`config.mk`:
```
export PLATFORM = sky130hd
export DESIGN_NAME = nx_core
export DESIGN_NICKNAME = d
export VERILOG_FILES = /design/src/rtl/nx_pkg.sv /design/src/rtl/nx_alu.sv /design/src/rtl/nx_zero.sv /design/src/rtl/nx_ram.sv /design/src/rtl/nx_core.sv
export SDC_FILE = /design/constraint.sdc
export NUM_CORES = 1
export LEC_CHECK = 0
export BUFFER_PORTS_ARGS = -buffer_cell sky130_fd_sc_hd__buf_4
export CAP_MARGIN = 40
export CELL_PAD_IN_SITES_DETAIL_PLACEMENT = 1
export CELL_PAD_IN_SITES_GLOBAL_PLACEMENT = 1
export CORE_UTILIZATION = 45
export DETAILED_ROUTE_END_ITERATION = 7
export GPL_TIMING_DRIVEN = 0
export HOLD_SLACK_MARGIN = 0.05
export MAX_ROUTING_LAYER = met4
export PLACE_DENSITY = 0.79
export SYNTH_ARGS = -nofsm -noshare
export SYNTH_HDL_FRONTEND = slang
export SYNTH_SLANG_ARGS = --single-unit
```
`constraint.sdc`:
```
create_clock -name clk -period 3.3 [get_ports clk]
set_input_delay 0.495 -clock clk [delete_from_list [all_inputs] [get_ports clk]]
set_output_delay 0.495 -clock clk [all_outputs]
set_load 0.01 [all_outputs]
```
`src/rtl/nx_pkg.sv`:
```
package nx_pkg;

    localparam int NX_DW  = 4;
    localparam int NX_HW  = 2;
    localparam int NX_AW  = NX_HW + NX_DW;

    typedef enum logic [3:0] {
        OP_NOP = 4'd0,
        OP_LDI = 4'd1,
        OP_CMP = 4'd2,
        OP_STM = 4'd3,
        OP_LDM = 4'd4,
        OP_LDP = 4'd5,
        OP_LPH = 4'd6,
        OP_INC = 4'd7,
        OP_DEC = 4'd8,
        OP_TAD = 4'd9,
        OP_TDA = 4'd10
    } nx_op_e;

    typedef struct packed {
        logic [NX_DW-1:0] ac;
        logic             zf;
        logic             cf;
        logic [NX_HW-1:0] dph;
        logic [NX_DW-1:0] dpl;
    } nx_state_t;

endpackage

```
`src/rtl/nx_alu.sv`:
```
module nx_alu #(
    parameter int DW = 4
) (
    input  logic [DW-1:0] acc,
    input  logic [DW-1:0] imm,
    input  logic [DW-1:0] ptr,
    output logic          cmp_carry,
    output logic          cmp_zero,
    output logic [DW-1:0] ptr_inc,
    output logic [DW-1:0] ptr_dec
);
    logic [DW:0] diff;

    always_comb begin
        diff      = {1'b0, acc} + {1'b0, ~imm} + {{DW{1'b0}}, 1'b1};
        cmp_carry = diff[DW];
        cmp_zero  = (diff[DW-1:0] == '0);
        ptr_inc   = ptr + {{(DW-1){1'b0}}, 1'b1};
        ptr_dec   = ptr - {{(DW-1){1'b0}}, 1'b1};
    end
endmodule

```
`src/rtl/nx_zero.sv`:
```
module nx_zero #(
    parameter int W = 4
) (
    input  logic [W-1:0] val,
    output logic         is_zero
);
    assign is_zero = ~|val;
endmodule

```
`src/rtl/nx_ram.sv`:
```
module nx_ram #(
    parameter int DW = 4,
    parameter int AW = 6
) (
    input  logic          clk,
    input  logic          we,
    input  logic [AW-1:0] addr,
    input  logic [DW-1:0] wdata,
    output logic [DW-1:0] rdata
);
    localparam int DEPTH = 1 << AW;

    logic [DW-1:0] cells [DEPTH];

    always_ff @(posedge clk) begin
        if (we) begin
            cells[addr] <= wdata;
        end
    end

    assign rdata = cells[addr];
endmodule

```
`src/rtl/nx_core.sv`:
```
module nx_core
    import nx_pkg::*;
#(
    parameter int DW = NX_DW,
    parameter int HW = NX_HW
) (
    input  logic          clk,
    input  logic          rst_n,
    input  logic          op_valid,
    input  logic [3:0]    op_sel,
    input  logic [DW-1:0] op_imm,
    output logic [DW-1:0] ac_o,
    output logic          zf_o,
    output logic          cf_o
);
    localparam int AW = HW + DW;

    nx_state_t      st_d, st_q;
    nx_op_e         op;
    logic [DW-1:0]  res;
    logic           res_upd;
    logic           res_zero;
    logic           ram_we;
    logic [DW-1:0]  ram_rd;
    logic           cmp_carry, cmp_zero;
    logic [DW-1:0]  ptr_inc, ptr_dec;

    assign op = nx_op_e'(op_sel);

    nx_alu #(.DW(DW)) u_alu (
        .acc       (st_q.ac),
        .imm       (op_imm),
        .ptr       (st_q.dpl),
        .cmp_carry (cmp_carry),
        .cmp_zero  (cmp_zero),
        .ptr_inc   (ptr_inc),
        .ptr_dec   (ptr_dec)
    );

    nx_ram #(.DW(DW), .AW(AW)) u_ram (
        .clk   (clk),
        .we    (ram_we),
        .addr  ({st_q.dph, st_q.dpl}),
        .wdata (st_q.ac),
        .rdata (ram_rd)
    );

    // result nibble whose zero-ness feeds the zero flag
    always_comb begin
        res     = st_q.ac;
        res_upd = 1'b0;
        if (op_valid) begin
            case (op)
                OP_LDI: begin res = op_imm;  res_upd = 1'b1; end
                OP_LDM: begin res = ram_rd;  res_upd = 1'b1; end
                OP_INC: begin res = ptr_inc; res_upd = 1'b1; end
                OP_DEC: begin res = ptr_dec; res_upd = 1'b1; end
                OP_TDA: begin res = st_q.dpl; res_upd = 1'b1; end
                default: begin res = st_q.ac; res_upd = 1'b0; end
            endcase
        end
    end

    nx_zero #(.W(DW)) u_zero (
        .val     (res),
        .is_zero (res_zero)
    );

    always_comb begin
        st_d   = st_q;
        ram_we = 1'b0;
        if (op_valid) begin
            case (op)
                OP_LDI: st_d.ac = op_imm;
                OP_CMP: begin
                    st_d.cf = cmp_carry;
                    st_d.zf = cmp_zero;
                end
                OP_STM: ram_we = 1'b1;
                OP_LDM: st_d.ac = ram_rd;
                OP_LDP: begin
                    st_d.dph = '0;
                    st_d.dpl = op_imm;
                end
                OP_LPH: st_d.dph = op_imm[HW-1:0];
                OP_INC: st_d.dpl = ptr_inc;
                OP_DEC: st_d.dpl = ptr_dec;
                OP_TAD: st_d.dpl = st_q.ac;
                OP_TDA: st_d.ac  = st_q.dpl;
                default: st_d = st_q;
            endcase
        end
        if (res_upd) begin
            st_d.zf = res_zero;
        end
    end

    always_ff @(posedge clk) begin
        if (!rst_n) begin
            st_q <= '0;
        end else begin
            st_q <= st_d;
        end
    end

    assign ac_o = st_q.ac;
    assign zf_o = st_q.zf;
    assign cf_o = st_q.cf;
endmodule

```
==> Yosys cells after proc, flatten, opt, wreduce, memory -nomap -nowiden <==
Memories as Yosys holds them, arrays and structs flattened.
Index checks and enable logic that the tools add are counted.
{ "word_totals": {"ff_bits": 12, "ram_bits": 256, "in_bits": 11, "out_inout_bits": 6, "elab_cells": 49, "mem_count": 1} }
{ "op_classes": {"addsub": 4, "n_eq_ne": 10, "mux": 14, "bitwise_logic": 1, "n_reduce_logical": 14} }
{ "mem_list": {"columns": ["name", "depth", "word_bits", "rd", "rd_ports_with_merged_regs", "wr", "line_no", "text"], "rows": [
  ["u_ram.cells", 64, 4, 1, 0, 1, "nx_ram.sv:13", "logic [DW-1:0] cells [DEPTH];"]
]} }
{ "ops": {"columns": ["cell", "n"], "rows": [
  ["4-bit case mux with 5 select lines", 1],
  ["4-bit by 3-bit equality test with 1-bit output (second input constant)", 4],
  ["4-bit case mux with 4 select lines", 1],
  ["4-bit equality test (second input constant)", 3],
  ["4-bit case mux with 3 select lines", 1],
  ["2-bit AND reduction", 5],
  ["4-bit by 2-bit equality test with 1-bit output (second input constant)", 2],
  ["8-bit two-way mux", 1],
  ["1-bit two-way mux", 7],
  ["2-bit nonzero test", 3],
  ["4-bit by 4-bit adder with 5-bit output", 1],
  ["5-bit by 1-bit adder with 5-bit output (second input constant)", 1],
  ["5-bit OR reduction", 1],
  ["4-bit by 1-bit adder with 4-bit output (second input constant)", 1],
  ["4-bit by 1-bit equality test with 1-bit output (second input constant)", 1],
  ["4-bit zero test", 1],
  ["4-bit two-way mux", 1],
  ["4-bit NOT", 1],
  ["2-bit case mux with 2 select lines", 1],
  ["4-bit nonzero test", 1],
  ["4-bit OR reduction", 1],
  ["4-bit by 1-bit subtractor with 4-bit output (second input constant)", 1],
  ["3-bit nonzero test", 1],
  ["2-bit two-way mux", 1],
  ["1-bit zero test", 1]
]} }

==> Longest topological paths before layout <==
Gate-level depths: netlist of the first run.
{ "depth": {"depth_word": 7, "ltp_mapped": 11, "ltp_nobuf": 9} }

==> Cells and area by module <==
Synthesis of the first run repeated with hierarchy kept, for this count alone.
{ "hier_totals": {"cells_unflattened": 785, "hier_area_um2": 11742.5} }
{ "modules_own_cells": {"columns": ["module", "n_inst", "cells_each", "area_each_um2", "seq_area_each_um2"], "rows": [
  ["nx_ram", 1, 631, 10393.7, 7687.4],
  ["nx_core", 1, 121, 1087.3, 240.2],
  ["nx_alu", 1, 32, 249.0, 0.0],
  ["nx_zero", 1, 1, 12.5, 0.0]
]} }

==> Worst setup path before layout of the first run <==
No wires, ideal clock.
{ "synth_path": {"path_type": "reg2reg", "start": "reg st_q, in the netlist ac_o[0]", "end": "reg st_q, in the netlist zf_o", "setup_ns": 0.128, "t_arrival_ns": 2.505, "required_time_ns": 3.172, "slack_ns": 0.667, "path_stages_with_launch": 9, "n_path_buf": 0, "synth_period_minus_slack_ns": 2.633, "path_cell_list": "dfxtp_1 inv_1 ha_1 fa_1 xor2_1 and3_1 a31o_2 nand3_1 o41ai_2"} }
{ "synth_between": {"elab_chain_len": 6, "elab_cells_between_ends": 10, "classes_between": "2 x add/sub; 5 x mux; 3 x reduce/logical"} }
{ "synth_rtl": {"columns": ["item", "line_no", "text"], "rows": [
  ["start: declaration", "nx_core.sv:18", "nx_state_t st_d, st_q;"],
  ["start signal: assignment", "nx_core.sv:102", "st_q <= st_d;"],
  ["4-bit by 4-bit adder with 5-bit output", "nx_alu.sv:15", "diff = {1'b0, acc} + {1'b0, ~imm} + {{DW{1'b0}}, 1'b1};"],
  ["5-bit by 1-bit adder with 5-bit output", "nx_alu.sv:15", null],
  ["4-bit zero test", "nx_alu.sv:17", "cmp_zero = (diff[DW-1:0] == '0);"],
  ["2-bit two-way mux", "nx_core.sv:73", "case (op)"],
  ["8-bit two-way mux", "nx_core.sv:72", "if (op_valid) begin"],
  ["1-bit two-way mux *", "nx_core.sv:93", "if (res_upd) begin"]
]} }
Every way passes the cells marked *; elsewhere a longest branch is shown, timed or not. The select of a mux whose other input is x is not followed.
A chain may end at the register's enable or synchronous reset.

==> Worst setup path after layout of the first run <==
{ "layout_path": {"start": "reg st_q[2] (netlist name)", "end": "reg st_q, in the netlist zf_o"} }
{ "layout_between": {"elab_chain_len": 6, "elab_cells_between_ends": 8, "classes_between": "2 x add/sub; 3 x mux; 2 x reduce/logical; 1 x memory"} }
{ "layout_rtl": {"columns": ["item", "line_no", "text"], "rows": [
  ["memory read 64 x 4 bit (tied with other cells)", null, null],
  ["4-bit case mux with 5 select lines *", "nx_core.sv:53", "case (op)"],
  ["4-bit two-way mux *", "nx_core.sv:52", "if (op_valid) begin"],
  ["4-bit OR reduction *", "nx_zero.sv:7", "assign is_zero = ~|val;"],
  ["1-bit zero test *", "nx_zero.sv:7", null],
  ["1-bit two-way mux *", "nx_core.sv:93", null]
]} }
Every way passes the cells marked *; elsewhere a longest branch is shown, timed or not.

==> metrics, run 1 <==
layout cells sized above 1=17.3%; vias in the first global route=7708; post-synth cell types=61; main flop type after synthesis=edfxtp_1; routed length on met1=13.8 mm; Worst Path Arrival=3.62 ns; largest net degree at the start of global routing=47; fillers=2461; GRT overflow=0; Tmin final=3.19 ns; Critical Path Max Stage Delay=0.42 ns; GP Congestion=0.950; Initial DRC Count=747; post-DR wirelength/cell=29.0 um; Pleak=4.28 nW; post-route insts no fill=1185; top post-synthesis cells by area=edfxtp_1 (66%), mux4_2 (5.4%), mux2i_1 (3.7%); Placed Instances=1135; IO Pins=17; top cell type's share of synthesized area=66.0%; CP cell instances=buf_2, buf_4, clkbuf_4, buf_2, a211oi_1, a211oi_1, nor2_1, nor3_1, a32oi_1, o41ai_2; PwrDens=566 nW/um^2; endpoints failing hold=0; worst hold start=rst_n; final max-slew violation count=0; area of the die=26500 um^2; period utilisation layout=96.8%; Die Ht=163 um; WL met3=2.70 mm; vias per inst=6.26; first drt pass iteration count=5; status=finished, final reports clean; maximum vdd drop=438 uV; Clock Sinks=268; r2r startpoint=st_q[2]; routed wire length=34.3 mm; Hold/Removal Path Class=input port to register; Crit-path slowest cell=dfxtp_1; final hold slack=0.244 ns; Setup TNS Final=0 ns; Max-cap violations=0; synthesized instance count=784; Synth async-reset ratio=0%; Post-DRT Antenna Nets=0; NumNets Final=852; ANT cells=0; max frequency=313 MHz; Mapped Nets=802; Clock Path Buffers=3; clk root buf=clkbuf_16; Setup Buffers After CTS=0; area grow syn2layout=14.0%; WP buf/inv=4; crit-path leading delay family=buffers and inverters; Avg Synthesized Cell Area=14.9 um^2; initial core utilization=46.1%; WP data required=3.73 ns; Clock Skew=0.0141 ns; Setup-failing EPs final=0; CTS tree=yes; Worst slew margin=43.3%; CP Launch Point=st_q[2]; clk_lat worst skew=0.54 ns; Pwr Total=7.51 mW; #FFs+latches synth=268; Worst Setup Start Kind=register; maximum fanout along the worst path=10; port buffer count=14; sequential share of the synthesized area=68.1%; Setup crit end kind=register; Synth Warn #=0; met2 wire len=16.0 mm; Slew @ Worst Pin=0.850 ns; vias=7422; area leader, netlist=edfxtp_1; first-pass GRT wire length=50.7 mm; Rows=58; CTS Buf Count=28; Die X=163 um; critical path class=register to register; Mapped Area=11600 um^2; top sig layer=met4; area of the core=25300 um^2; EDFF count, synth=256; initial antenna violation count=1; register clock-pin slew on the reported worst setup and hold paths=0.06 ns; H-Tree Depth=1; RSZ-0062 raised after global routing=no; DRC errors left=0; GRT Util Overall=27.6%; DP HPWL=22.9 mm; final core utilization=52.6%
[layout by cell type, fill, tap and decap left out, types with 7 or more instances in the layout]
cell type  netlist  layout
a21oi_1         28      28
and3b_1         16      16
clkbuf_1        25      27
a22oi_1          9       9
nor3b_1          8       8
mux4_2          28      28
edfxtp_1       256     256
nor3_1           8       8
mux2_4           7       7
a221oi_1        15      15
dfxtp_1         12       8
inv_1           10      10
mux2i_1         43      42
o21ai_0         25      25
and3_1           7       7
buf_6            3       9
nor2b_1         11      11
nand3_1          7       7
nor2_1          90      90
nand2_1         59      59
clkbuf_16        0      29
buf_4            9      21
[tightest hold or removal path, stage by stage]
cell and delay (ns):
buf_4 0.13, o21ai_0 0.07, a31oi_1 0.05
[area by class of cell]
| cell class | count | area [um^2] | share of cell area [%] |
|---|---|---|---|
| Timing Repair Buffer | 21 | 219 | 1.65 |
| Inverter | 11 | 41.3 | 0.311 |
| Clock inverter | 17 | 205 | 1.55 |
| Clock buffer | 34 | 744 | 5.61 |
| Multi-Input combinational cell | 453 | 3410 | 25.7 |
| Sequential cell | 268 | 7930 | 59.8 |
| Tap cell | 330 | 413 | 3.11 |
| Buffer | 51 | 303 | 2.28 |
[sequential cells by signal (all words and copies together) (netlist names)]
signal	count
u_ram.cells	256
st_q	6
ac_o	4
cf_o	1
zf_o	1
[final timing paths]
path	slack (ns)	cells after the start	endpoint
hold reg to reg	0.58	2	cf_o
setup / recovery	0.11	10	zf_o
hold / removal	0.24	3	ac_o[2]
setup reg to reg	0.11	10	zf_o
[power by group]
| group | switching, mW | internal [mW] |
|---|---|---|
| clock network | 1.29 | 1.98 |
| registers | 0.0305 | 3.73 |
| logic | 0.302 | 0.179 |
| total | 1.62 | 5.89 |
[timing repair]
action	4_1_cts	5_1_grt
pin swaps	0	0
resized for setup	6	16
endpoints found under the hold margin	0	0
hold buffers	0	0
endpoints found under the setup margin	3	24
[cell families (layout without fill, tap and decap cells)]
| family | after synthesis | in the layout | share of synthesized area [%] |
|---|---|---|---|
| flip-flops | 268 | 268 | 68.1 |
| AND/OR/NAND/NOR | 231 | 231 | 9.60 |
| XOR/XNOR | 3 | 3 | 0.226 |
| AO/OA/AOI/OAI | 129 | 129 | 8.04 |
| buffers and inverters | 63 | 134 | 2.75 |
| multiplexers | 83 | 83 | 10.5 |
| adder cells (fa/ha/maj) | 7 | 7 | 0.817 |
[synth_stat cells (10+ instances only)]
master and instances:
dfxtp_1 12, a21oi_1 28, edfxtp_1 256, inv_1 10, mux4_2 28, o21ai_0 25, and3b_1 16, a221oi_1 15
nor2_1 90, clkbuf_1 25, mux2i_1 43, nand2_1 59, nor2b_1 11
[layer usage]
metal  vias to the layer above  GRT usage [%]
met5                         -              -
met4                         0           13.6
met3                       121           4.66
met2                       383           42.4
met1                      3764           35.6
li1                       3154              -
[stage by stage]
step                instance area (um^2)  worst slack [ns]
floorplan                          11600             0.667
global placement                   12200            -0.492
detailed placement                 12300            -0.242
CTS                                13200           0.00243
global route                       13300            0.0143
finish                             13300             0.106
Power figures use the tool's default switching activity.
==> run 2: changes to the inputs <==
--- a/config.mk
+++ b/config.mk
@@ -10,6 +10,7 @@
 export CELL_PAD_IN_SITES_DETAIL_PLACEMENT = 1
 export CELL_PAD_IN_SITES_GLOBAL_PLACEMENT = 1
 export CORE_UTILIZATION = 45
+export CTS_BUF_LIST = sky130_fd_sc_hd__clkbuf_4 sky130_fd_sc_hd__clkbuf_8
 export DETAILED_ROUTE_END_ITERATION = 7
 export GPL_TIMING_DRIVEN = 0
 export HOLD_SLACK_MARGIN = 0.05
==> constraint.sdc (replaced) <==
create_clock -name clk -period 4.1 [get_ports clk]
set_input_delay 0.615 -clock clk [delete_from_list [all_inputs] [get_ports clk]]
set_output_delay 0.615 -clock clk [all_outputs]
set_load 0.01 [all_outputs]
==> run 2 against run 1 <==
  * Sequential cell count unchanged
  * Critical path depth unchanged
  * Cell count grew 2.2%
  * Clock power is 30% lower
  * Die area did not move
  * Core utilization shrank 0.56 points
  * Cell area down 1.1%
  * Clock skew rose by 0.021 ns
  * Worst hold slack improved by 0.092 ns
  * Count of clock-buffer cells in the layout increased by 26
  * First-iteration DRC count increased by 15%
  * Wire length fell by 0.60%
==> metrics, run 2 (synthesized netlist as in run 1, its figures left out) <==
crit path setup slack, layout=0.345 ns (+0.239 ns); first-pass GRT wire length=50.2 mm (-0.86%); first drt pass iteration count=6 (+1); area of the multi-input gates=3400 um^2 (-0.48%); fillers=2514 (+2.2%); Die X=163 um (unchanged); clk_lat worst skew=0.59 ns (+0.05 ns); Setup crit end kind=register; Rows=58 (unchanged); Reg area=7930 um^2 (unchanged); CTS Buf Count=43 (+54%); Largest register FFs=256 (unchanged); GRT Util Overall=27.5% (-0.085 points); PwrDens=433 nW/um^2 (-23%); Pwr Total=5.68 mW (-24%); layout cells sized above 1=19.3% (+2.0 points); Worst slew margin=43.0% (-0.31 points); Pleak=4.25 nW (-0.74%); maximum fanout along the worst path=10 (unchanged); DP HPWL=22.9 mm (unchanged); CTS tree=yes; maximum vdd drop=332 uV (-24%); initial antenna violation count=0 (-1); IO Pins=17 (unchanged); period utilisation layout=91.6% (-5.2 points); GP Congestion=0.950 (unchanged); Max-cap violations=0 (unchanged); vias in the first global route=7716 (+0.10%); Clock Sinks=268 (unchanged); GRT overflow=0 (unchanged); Slew @ Worst Pin=0.853 ns (+0.00279 ns); largest net degree at the start of global routing=47 (unchanged); NumNets Final=868 (+1.9%); routed wire length=34.1 mm (-0.60%); Worst Setup Start Kind=register; commonest non-fill, non-tap cell in the layout=edfxtp_1; critical path class=register to register; Worst Path Arrival=4.20 ns (+0.58 ns); Finished Cell Area=13100 um^2 (-1.1%); post-DR wirelength/cell=28.2 um (-2.7%); post-route insts no fill=1211 (+2.2%); Gates resized, CTS repair=0 (-6); vias=7572 (+2.0%); area of the die=26500 um^2 (unchanged); area of the core=25300 um^2 (unchanged); area grow syn2layout=12.7%; commonest cells after routing, fill and taps aside=edfxtp_1 (256), nor2_1 (90), nand2_1 (59); WP data required=4.55 ns (+0.82 ns); Setup TNS Final=0 ns (unchanged); RSZ-0062 raised after global routing=no; DRC errors left=0 (unchanged); vias per inst=6.25 (-0.17%); ANT cells=0 (unchanged); Hold Buf Count CTS=0 (unchanged); clk root buf=clkbuf_8; Initial DRC Count=856 (+15%); Die Ht=163 um (unchanged); port buffer count=14 (unchanged); Placed Instances=1135 (unchanged); final core utilization=52.0% (-0.56 points); status=finished, final reports clean; Clock Path Buffers=3 (unchanged); Hold/Removal Path Class=input port to register; final hold slack=0.336 ns (+0.0919 ns); Clock Skew=0.0355 ns (+0.0214 ns); endpoints failing hold=0 (unchanged); Post-DRT Antenna Nets=0 (unchanged); Setup-failing EPs final=0 (unchanged); final max-slew violation count=0 (unchanged); pre-CTS setup slack=0.558 ns (+0.800 ns); Tmin final=3.76 ns (+0.561 ns); Reg with most FFs=u_ram.cells; H-Tree Depth=2 (+1); Setup Buffers After CTS=0 (unchanged); initial core utilization=46.1% (unchanged); max frequency=266 MHz (-15%); dpl cell area=12300 um^2 (unchanged); register clock-pin slew on the reported worst setup and hold paths=0.07 ns (about the same)
==> run 2: changes by cell type in the layout (fill, tap and decap cells not counted), moves of 3 or more <==
cell,delta
buf_2,+3
clkbuf_8,+45
clkbuf_2,-4
bufinv_16,-4
buf_6,-3
clkbuf_16,-29
clkbuf_4,+12
buf_1,+3
==> run 2: worst paths after layout <==
path           start      end  slack (ns)  depth (start not counted)
max          st_q[2]     zf_o        0.34                         10
min            rst_n  ac_o[2]        0.34                          3
max reg2reg  st_q[2]     zf_o        0.34                         10
min reg2reg     cf_o     cf_o        0.58                          2
==> run 2: cell type report <==
class | count | area share (%)
inverter | 11 | 0.314
clock inverter | 16 | 0.877
multi-input combinational | 453 | 25.9
sequential | 268 | 60.4
clock buffer | 60 | 5.58
buffer | 52 | 2.13
timing repair buffer | 21 | 1.67
tap | 330 | 3.14
==> run 2: power by group <==
group	switching, mW	leakage [nW]	internal, mW	total (mW)
Sequential	0.0249	2.43	3.00	3.03
Clock	1.05	0.451	1.22	2.28
Combinational	0.241	1.37	0.140	0.381
Total	1.32	4.25	4.37	5.68
==> run 2: metal layers <==
layer	GRT usage (%)	vias up	wire length (um)	part of all wire, %
met1	36.1	3833	13800	41
met2	42.3	452	16000	47
li1	-	3188	-	-
met5	-	-	0	0
met4	12.2	0	1480	4.3
met3	4.61	99	2780	8.1
==> run 2: critical path, stage by stage, from the launching register on <==
cell	delay, ns
dfxtp_1	0.45
buf_2	0.27
buf_2	0.43
buf_2	0.43
clkbuf_1	0.65
o21ai_0	0.22
a22oi_1	0.20
nor2_1	0.11
nor3_1	0.24
a32oi_1	0.24
o41ai_2	0.41
==> run 3: changes to the inputs <==
--- a/config.mk
+++ b/config.mk
@@ -9,13 +9,13 @@
 export CAP_MARGIN = 40
 export CELL_PAD_IN_SITES_DETAIL_PLACEMENT = 1
 export CELL_PAD_IN_SITES_GLOBAL_PLACEMENT = 1
-export CORE_UTILIZATION = 45
+export CORE_UTILIZATION = 24
 export CTS_BUF_LIST = sky130_fd_sc_hd__clkbuf_4 sky130_fd_sc_hd__clkbuf_8
 export DETAILED_ROUTE_END_ITERATION = 7
 export GPL_TIMING_DRIVEN = 0
 export HOLD_SLACK_MARGIN = 0.05
 export MAX_ROUTING_LAYER = met4
-export PLACE_DENSITY = 0.79
+export PLACE_DENSITY = 0.52
 export SYNTH_ARGS = -nofsm -noshare
 export SYNTH_HDL_FRONTEND = slang
 export SYNTH_SLANG_ARGS = --single-unit
==> run 3 against run 2 <==
  * Worst setup slack got worse by 0.15 ns
  * Sequential share of layout area decreased by 1.7 points
  * Sequential power about the same
  * Critical path type unchanged
  * Highest routed layer unchanged
==> metrics, run 3 (synthesized netlist as in run 1, its figures left out) <==
status=finished, final reports clean; clock share of power=41.3% (+1.3 points); endpoints failing hold=0 (unchanged); post-route insts no fill=1501 (+24%); DRC errors left=0 (unchanged); Die Ht=222 um (+36%); H-Tree Depth=2 (unchanged); Clock Skew=0.0270 ns (-0.00855 ns); Worst slew margin=43.3% (+0.29 points); Clock Sinks=268 (unchanged); Reg with most FFs=u_ram.cells; Setup crit end kind=register; WP data required=4.59 ns (+0.04 ns); vias per inst=4.78 (-24%); commonest cells after routing, fill and taps aside=edfxtp_1 (256), nor2_1 (90), nand2_1 (59); hold path endpoint=ac_o[2]; max frequency=256 MHz (-3.7%); Largest register FFs=256 (unchanged); Seq pwr share=52.3% (-1.0 points); port buffer count=14 (unchanged); GP Congestion=0.862 (-9.3%); final core utilization=28.2% (-24 points); clk root buf=clkbuf_8; maximum vdd drop=197 uV (-41%); dpl cell area=12600 um^2 (+2.7%); worst reg2reg path endpoint=zf_o; Int Pwr=4.45 mW (+2.0%); r2r startpoint=st_q[2]; CTS Buf Count=48 (+12%); register clock-pin slew on the reported worst setup and hold paths=0.05 ns (-0.02 ns); vias in the first global route=7473 (-3.1%); Finished Cell Area=13500 um^2 (+2.9%); NumNets Final=871 (+0.35%); PwrDens=431 nW/um^2 (-0.49%); Rows=80 (+38%); IO Pins=17 (unchanged); initial antenna violation count=0 (unchanged); Post-DRT Antenna Nets=0 (unchanged); Hold/Removal Path Class=input port to register; period utilisation layout=95.1% (+3.5 points); Sw Ratio=23.4% (+0.27 points); commonest non-fill, non-tap cell in the layout=edfxtp_1; Worst Setup Start Kind=register; maximum fanout along the worst path=10 (unchanged); clk_lat worst skew=0.60 ns (about the same); Slew @ Worst Pin=0.829 ns (-0.0239 ns); Max-cap violations=0 (unchanged); Initial DRC Count=547 (-36%); flop-to-flop setup slack=0.20 ns (-0.15 ns); ANT cells=0 (unchanged); Hold Path Cell Cnt=3 (unchanged); layout cells sized above 1=18.8% (-0.45 points); area of the core=47800 um^2 (+89%); Worst Path Arrival=4.39 ns (+0.19 ns); routed wire length=37.1 mm (+8.8%); first drt pass iteration count=7 (+1); largest net degree at the start of global routing=69 (+47%); Pwr Total=5.82 mW (+2.4%); Pleak=4.26 nW (+0.13%); area of the die=49400 um^2 (+86%); post-DR wirelength/cell=24.7 um (-12%); GRT overflow=0 (unchanged); Comb pwr share=6.4% (-0.3 points); initial core utilization=24.3% (-22 points); Die X=222 um (+36%); Setup Buffers After CTS=0 (unchanged); Tmin final=3.90 ns (+0.145 ns); GRT Util Overall=15.6% (-12 points); area grow syn2layout=16.0%; DP HPWL=24.6 mm (+7.3%); vias=7173 (-5.3%); r2r worst-path depth=10 (unchanged); Gates resized, CTS repair=0 (unchanged); Clock Path Buffers=3 (unchanged); worst hold start=rst_n; Switch Pwr=1.36 mW (+3.6%); Hold Buf Count CTS=0 (unchanged); final max-slew violation count=0 (unchanged); Placed Instances=1418 (+25%); critical path class=register to register; CTS tree=yes; RSZ-0062 raised after global routing=no; Setup-failing EPs final=0 (unchanged); first-pass GRT wire length=53.7 mm (+6.9%)
[run 3: through the flow]
stage / TNS, ns / setup slack (ns) / hold slack, ns
after floorplan: 0 / 1.47 / 0.555
after global placement: -0.00960 / -0.00960 / 0.542
after detailed placement: 0 / 0.356 / 0.541
after CTS: 0 / 0.310 / 0.274
after global routing: 0 / 0.177 / 0.304
final: 0 / 0.199 / 0.315
[run 3: critical path, stage by stage (launching register included)]
cell,delay (ns)
dfxtp_1,0.42
buf_2,0.29
buf_2,0.43
buf_2,0.49
clkbuf_1,0.68
o21ai_0,0.20
a22oi_1,0.20
nor2_1,0.10
nor3_1,0.28
a32oi_1,0.27
o41ai_2,0.40
[run 3: worst max path at each step]
stage | depth (start not counted) | slack (ns) | from | end
3_3_place_gp | 10 | -0.01 | st_q[0] | zf_o
6_report | 10 | 0.20 | st_q[2] | zf_o
3_5_place_dp | 10 | 0.36 | st_q[2] | zf_o
2_1_floorplan | 8 | 1.47 | ac_o[0] | zf_o
4_1_cts | 10 | 0.31 | st_q[2] | zf_o
5_1_grt | 11 | 0.18 | st_q[0] | zf_o
[run 3: area by class of cell]
class	instances	area [um^2]
multi-input cells	453	3400
plain buffers	52	279
repair buffers	19	186
clock buffers	66	802
fillers	5098	34300
inverters	11	41.3
clock inverters	17	95.1
well taps	615	769
flip-flops and latches	268	7940
[run 3: power groups by stage]
stage	registers [mW]	logic (mW)	clock network (mW)
floorplan	3.08	0.216	0
global placement	3.12	0.356	0
detailed placement	3.10	0.378	0
CTS	3.04	0.379	2.47
global route	3.04	0.400	2.58
finish	3.04	0.375	2.40
[run 3: per-layer routing]
layer / up-vias / wire length, um / track usage (%)
met5: - / 0 / -
met4: 0 / 1030 / 5.65
met3: 57 / 1690 / 2.53
met2: 182 / 17300 / 24.1
met1: 3741 / 17100 / 20.6
li1: 3193 / - / -
